[config.mk]
export PLATFORM = sky130hd
export DESIGN_NAME = spi_irq_unit
export DESIGN_NICKNAME = d
export VERILOG_FILES = /design/src/rtl/spi_irq_pkg.sv /design/src/rtl/spi_irq_mask.sv /design/src/rtl/spi_irq_status.sv /design/src/rtl/spi_irq_unit.sv
export SDC_FILE = /design/constraint.sdc
export NUM_CORES = 1
export LEC_CHECK = 0
export BUFFER_PORTS_ARGS = -buffer_cell sky130_fd_sc_hd__buf_2
export CAP_MARGIN = 20
export CORE_UTILIZATION = 35
export DETAILED_ROUTE_END_ITERATION = 16
export HOLD_SLACK_MARGIN = 0.1
export SLEW_MARGIN = 20
export SYNTH_ARGS = -nofsm -noshare
export SYNTH_HDL_FRONTEND = slang
export SYNTH_SLANG_ARGS = --single-unit
[constraint.sdc]
create_clock -name clk -period 1.9 [get_ports clk]
set_input_delay 0.57 -clock clk [delete_from_list [all_inputs] [get_ports clk]]
set_output_delay 0.57 -clock clk [all_outputs]
set_load 0.01 [all_outputs]
[src/rtl/spi_irq_pkg.sv]
package spi_irq_pkg;

    localparam int IRQ_W   = 7;
    localparam int ADDR_W  = 3;
    localparam int CLR_LSB = 8;

    localparam int BIT_MODF = 1;
    localparam int BIT_TXLO = 2;
    localparam int BIT_TXF  = 3;
    localparam int BIT_RXNE = 4;

    // Sources that latch until written with a one; all others follow their condition.
    localparam logic [IRQ_W-1:0] STICKY_SET = IRQ_W'(1 << BIT_MODF);

    typedef enum logic [ADDR_W-1:0] {
        REG_STAT  = 3'd0,
        REG_ENA   = 3'd1,
        REG_DIS   = 3'd2,
        REG_MASKV = 3'd3,
        REG_WMARK = 3'd4,
        REG_ENDIS = 3'd5
    } reg_sel_e;

endpackage

[src/rtl/spi_irq_mask.sv]
module spi_irq_mask
    import spi_irq_pkg::*;
(
    input  logic             clk,
    input  logic             rst_n,
    input  logic [IRQ_W-1:0] set_v,
    input  logic [IRQ_W-1:0] clr_v,
    output logic [IRQ_W-1:0] mask_q
);

    always_ff @(posedge clk or negedge rst_n) begin
        if (!rst_n) begin
            mask_q <= '0;
        end else begin
            mask_q <= (mask_q | set_v) & ~clr_v;
        end
    end

    // any bit named for clearing is gone the next cycle
    a_r4_clear_takes: assert property (@(posedge clk) disable iff (!rst_n)
        (|clr_v) |=> ((mask_q & $past(clr_v)) == '0));

    // bits named only for setting are present the next cycle
    a_r3_set_takes: assert property (@(posedge clk) disable iff (!rst_n)
        (|(set_v & ~clr_v)) |=> ((mask_q & $past(set_v & ~clr_v)) == $past(set_v & ~clr_v)));

endmodule

[src/rtl/spi_irq_status.sv]
module spi_irq_status
    import spi_irq_pkg::*;
(
    input  logic             clk,
    input  logic             rst_n,
    input  logic [IRQ_W-1:0] src_v,
    input  logic [IRQ_W-1:0] w1c_v,
    output logic [IRQ_W-1:0] stat_q
);

    for (genvar b = 0; b < IRQ_W; b++) begin : g_bit
        if (STICKY_SET[b]) begin : g_sticky
            always_ff @(posedge clk or negedge rst_n) begin
                if (!rst_n) stat_q[b] <= 1'b0;
                else        stat_q[b] <= src_v[b] | (stat_q[b] & ~w1c_v[b]);
            end
        end else begin : g_level
            always_ff @(posedge clk or negedge rst_n) begin
                if (!rst_n) stat_q[b] <= 1'b0;
                else        stat_q[b] <= src_v[b];
            end
        end
    end

    // event latches on the next clock
    a_r6_event_latches: assert property (@(posedge clk) disable iff (!rst_n)
        src_v[BIT_MODF] |=> stat_q[BIT_MODF]);

    // latched fault survives when not cleared
    a_r6_sticky_holds: assert property (@(posedge clk) disable iff (!rst_n)
        (stat_q[BIT_MODF] && !w1c_v[BIT_MODF]) |=> stat_q[BIT_MODF]);

    // receive level bit tracks its source one clock later
    a_r7_rx_tracks: assert property (@(posedge clk) disable iff (!rst_n)
        $past(rst_n) |-> (stat_q[BIT_RXNE] == $past(src_v[BIT_RXNE])));

endmodule

[src/rtl/spi_irq_unit.sv]
module spi_irq_unit
    import spi_irq_pkg::*;
#(
    parameter int FIFO_DEPTH = 128,
    parameter int DATA_W     = 16,
    parameter int LVL_W      = $clog2(FIFO_DEPTH + 1)
) (
    input  logic              clk,
    input  logic              rst_n,
    input  logic              wr_en,
    input  logic [ADDR_W-1:0] wr_addr,
    input  logic [DATA_W-1:0] wr_data,
    input  logic [ADDR_W-1:0] rd_addr,
    output logic [DATA_W-1:0] rd_data,
    input  logic [LVL_W-1:0]  tx_level,
    input  logic              rx_nonempty,
    input  logic              tx_full,
    input  logic              mode_fault_evt,
    output logic              irq
);

    localparam int PAD_W = DATA_W - IRQ_W;
    localparam int WPAD  = DATA_W - LVL_W;

    logic [IRQ_W-1:0] set_v, clr_v, w1c_v, src_v;
    logic [IRQ_W-1:0] stat_q, mask_q;
    logic [LVL_W-1:0] wmark_q;
    logic             tx_below;
    logic             irq_q;
    reg_sel_e         wsel, rsel;

    assign wsel = reg_sel_e'(wr_addr);
    assign rsel = reg_sel_e'(rd_addr);

    always_comb begin
        set_v = '0;
        clr_v = '0;
        w1c_v = '0;
        if (wr_en) begin
            case (wsel)
                REG_STAT:  w1c_v = wr_data[IRQ_W-1:0];
                REG_ENA:   set_v = wr_data[IRQ_W-1:0];
                REG_DIS:   clr_v = wr_data[IRQ_W-1:0];
                REG_ENDIS: begin
                    set_v = wr_data[IRQ_W-1:0];
                    clr_v = wr_data[CLR_LSB+IRQ_W-1:CLR_LSB];
                end
                default: ;
            endcase
        end
    end

    always_ff @(posedge clk or negedge rst_n) begin
        if (!rst_n)                           wmark_q <= LVL_W'(1);
        else if (wr_en && wsel == REG_WMARK)  wmark_q <= wr_data[LVL_W-1:0];
    end

    assign tx_below = (tx_level < wmark_q);

    always_comb begin
        src_v           = '0;
        src_v[BIT_MODF] = mode_fault_evt;
        src_v[BIT_TXLO] = tx_below;
        src_v[BIT_TXF]  = tx_full;
        src_v[BIT_RXNE] = rx_nonempty;
    end

    spi_irq_status i_status (
        .clk    (clk),
        .rst_n  (rst_n),
        .src_v  (src_v),
        .w1c_v  (w1c_v),
        .stat_q (stat_q)
    );

    spi_irq_mask i_mask (
        .clk    (clk),
        .rst_n  (rst_n),
        .set_v  (set_v),
        .clr_v  (clr_v),
        .mask_q (mask_q)
    );

    always_ff @(posedge clk or negedge rst_n) begin
        if (!rst_n) irq_q <= 1'b0;
        else        irq_q <= |(stat_q & mask_q);
    end

    assign irq = irq_q;

    always_comb begin
        case (rsel)
            REG_STAT:  rd_data = {{PAD_W{1'b0}}, stat_q};
            REG_MASKV: rd_data = {{PAD_W{1'b0}}, mask_q};
            REG_WMARK: rd_data = {{WPAD{1'b0}}, wmark_q};
            default:   rd_data = '0;
        endcase
    end

    // interrupt lags the masked status by one clock
    a_r9_irq_lag: assert property (@(posedge clk) disable iff (!rst_n)
        $past(rst_n) |-> (irq == $past(|(stat_q & mask_q))));

    // watermark status reflects the previous cycle's comparison
    a_r8_watermark: assert property (@(posedge clk) disable iff (!rst_n)
        $past(rst_n) |-> (stat_q[BIT_TXLO] == ($past(tx_level) < $past(wmark_q))));

    // the mask view address never changes the mask
    a_r10_view_ro: assert property (@(posedge clk) disable iff (!rst_n)
        (wr_en && wsel == REG_MASKV) |=> $stable(mask_q));

endmodule

==> key figures <==
Outcome
  • Outcome: complete, no violations

CTS
  • Clock buffer count from CTS: 3
  • Clock Path Buffers: 2
  • # Post-CTS Setup Buffers: 0
  • Worst skew pair latency: ~0.30 ns
  • Clk slew on worst S/H paths: 0.11 ns
  • H-tree levels: 1
  • CTS tree: built
  • Clock sink count: 20
  • Clock Tree Root: clkbuf_4
  • Post-CTS Hold Fix Bufs: 0

Worst setup path
  • CP bufs+invs: 3
  • CP max-delay cell: a32o_1
  • Critical-path cell list: buf_2, nand2_1, nor2_1, buf_4, a32o_1, buf_2
  • Worst-path maximum fanout: 7
  • WP data required: 1.33 ns
  • Slowest stage delay, CP: approximately 0.21 ns
  • Crit path capture type: primary output
  • Cell repeated most along the worst path: buf_2
  • Kind of critical path: input pin to primary output
  • Data arrival, critical path: 1.29 ns
  • Worst setup SP type: input pin
  • Cell family contributing the most delay on the critical path: buffers and inverters

Timing
  • Clk_skew: 0.003749 ns
  • Total Neg Setup Slack: 0 ns
  • Worst-margin pin slew: 0.9273 ns
  • Final setup viols: 0
  • Fin. Hold Viols: 0
  • Slew Limit Fails: 0
  • Fmax: 538.9 MHz
  • Slew HR: a little under two fifths
  • Crit share post-route: a little over nine tenths
  • Worst Setup Slack, final: 0.04454 ns
  • Tmin final: 1.855 ns
  • RSZ-0062 raised after global routing: no

GRT
  • Total grt overflow: 0
  • Largest net degree at the start of global routing: 21
  • Vias in the first global route: 980
  • Initial antenna violation count: 0
  • First-pass GRT wire length: 4381 um
  • Tot GR Track Use: 17.20%

Cells and area
  • Share of cells above drive strength 1: a little over a third
  • Final core utilization: 46.67%
  • Final antenna diode count: 0
  • Fillers: between 300 and 400
  • Leading cell types in the layout, fill and taps excluded: buf_2, dfrtp_1, nand2_1
  • Layout area overhead: 24.78%
  • Commonest non-fill, non-tap cell in the layout: buf_2
  • Finished Cell Area: 1436 um2
  • Nets: just over 200

Logic synthesis
  • Syn Area/Cell: roughly 10 um2
  • Post-Syn Instances: approximately 120
  • Yosys Warn Count: 0
  • Post-synth top area cell: dfrtp_1
  • Synth top area share: 41.30%
  • Register area share after synthesis: 43.59%
  • Leading post-synthesis cells by cell area: dfrtp_1, ha_1, buf_4
  • Synth cell types: 29
  • #FFs+latches synth: 20
  • Cell Area, Synth: 1151 um2

Min path
  • HP Class: input pin to asynchronous set/reset pin

Route
  • Vias: between 1,000 and 1,500
  • First-pass DRT Iterations: 4
  • Wirelength per Cell: 13.38 um
  • DRC: 0
  • Detail Route Antenna Nets: 0
  • Starting DRT DRC Count: 30
  • DR vias/cell: 4.893
  • Total Routed Length: around 2800 um

Die
  • Core area: just over 3000 um2
  • Die height: 59.35 um
  • Initial Util: around 37%
  • Die width: between 50 and 60 um
  • Ports: between 50 and 60
  • Die ar.: 3522 um2
  • Cell Rows: 20

Power
  • Power density over the cells: 753.2 nW/um2
  • Static Leak: slightly above 0.7 nW
  • Tot Pwr: around 1.1 mW
  • Max VDD drop: 317.3 uV

Place
  • Place WS: approximately 0.011 ns
  • DP Area: 1388 um2
  • DP HPWL: 2209 um
  • I/O Buffers: between 40 and 50
  • Final RePlAce weighted congestion: 0.7484

Job
  • Max-Cap Viols: 0
-- sequential cells by signal, summed over array words and instances (netlist names) --
| name | count |
|---|---|
| wmark_q | 8 |
| i_mask.mask_q | 7 |
| i_status.stat_q | 4 |
| irq | 1 |
-- cell usage after synthesis (all sizes together) --
cell type,number
a211oi,1
a21oi,8
a221oi,6
a22oi,3
a32o,3
a41oi,1
and2,1
and3,1
and3b,1
and4bb,1
buf,10
clkbuf,2
conb,1
dfrtp,19
dfstp,1
ha,7
inv,8
mux2,1
mux2i,4
nand2,14
nand2b,1
nor2,4
nor2b,1
nor3,1
o21ai,9
o2bb2ai,4
o41ai,2
or2,1
-- power by group --
group          internal [mW]  switching [mW]
registers              0.511          0.0545
logic                  0.146           0.161
clock network         0.0818           0.128
-- routing by layer --
| layer | vias up | part of all wire (%) | global-route usage [%] |
|---|---|---|---|
| met2 | 34 | 48 | 28.89 |
| li1 | 501 | - | - |
| met5 | - | 0 | 0 |
| met4 | 0 | 1.0 | 5.102 |
| met3 | 4 | 6.7 | 4.367 |
| met1 | 469 | 44 | 21.70 |
-- repair_timing --
action,in CTS,in global routing
endpoints found under the setup margin,0,2
endpoints found under the hold margin,0,0
resized for setup,0,5
-- per-stage QoR --
stage | std cells | hold slack (ns)
finish | 206 | 0.2044
global route | 206 | 0.2251
CTS | 206 | 0.2077
detailed placement | 202 | 0.5079
global placement | 202 | 0.4869
floorplan | 123 | 0.2744
-- path summary, 6_finish.rpt --
path | end | slack [ns] | cells past startpoint | startpoint
worst max-delay path | rd_data[0] | 0.04 | 6 | rd_addr[0]
worst min-delay path | i_mask.mask_q[3] | 0.20 | 1 | rst_n
worst max register to register | i_status.stat_q[2] | 0.57 | 5 | wmark_q[2]
worst min register to register | irq | 0.53 | 2 | i_status.stat_q[2]
max in group asynchronous | wmark_q[0] | 1.34 | 1 | rst_n
min in group clk | i_status.stat_q[3] | 0.37 | 1 | tx_full
-- final cells by class --
class,count,area [um2],area share (%)
Tap cell,44,55.05,3.833
Multi-Input combinational cell,83,574.3,39.98
Clock buffer,4,26.28,1.829
Timing Repair Buffer,47,249.0,17.33
Sequential cell,20,501.7,34.93
Inverter,8,30.03,2.091
-- logic make-up after synthesis --
kind of cell	after synthesis	share of synthesized area, %
buffers and inverters	20	10.44
and+or+nand+nor	26	11.09
DFF	20	43.59
muxes	5	4.457
AOI/OAI and AO/OA	37	22.50
adders and majority gates	7	7.608
other	1	0.3258
Power figures use the tool's default switching activity.
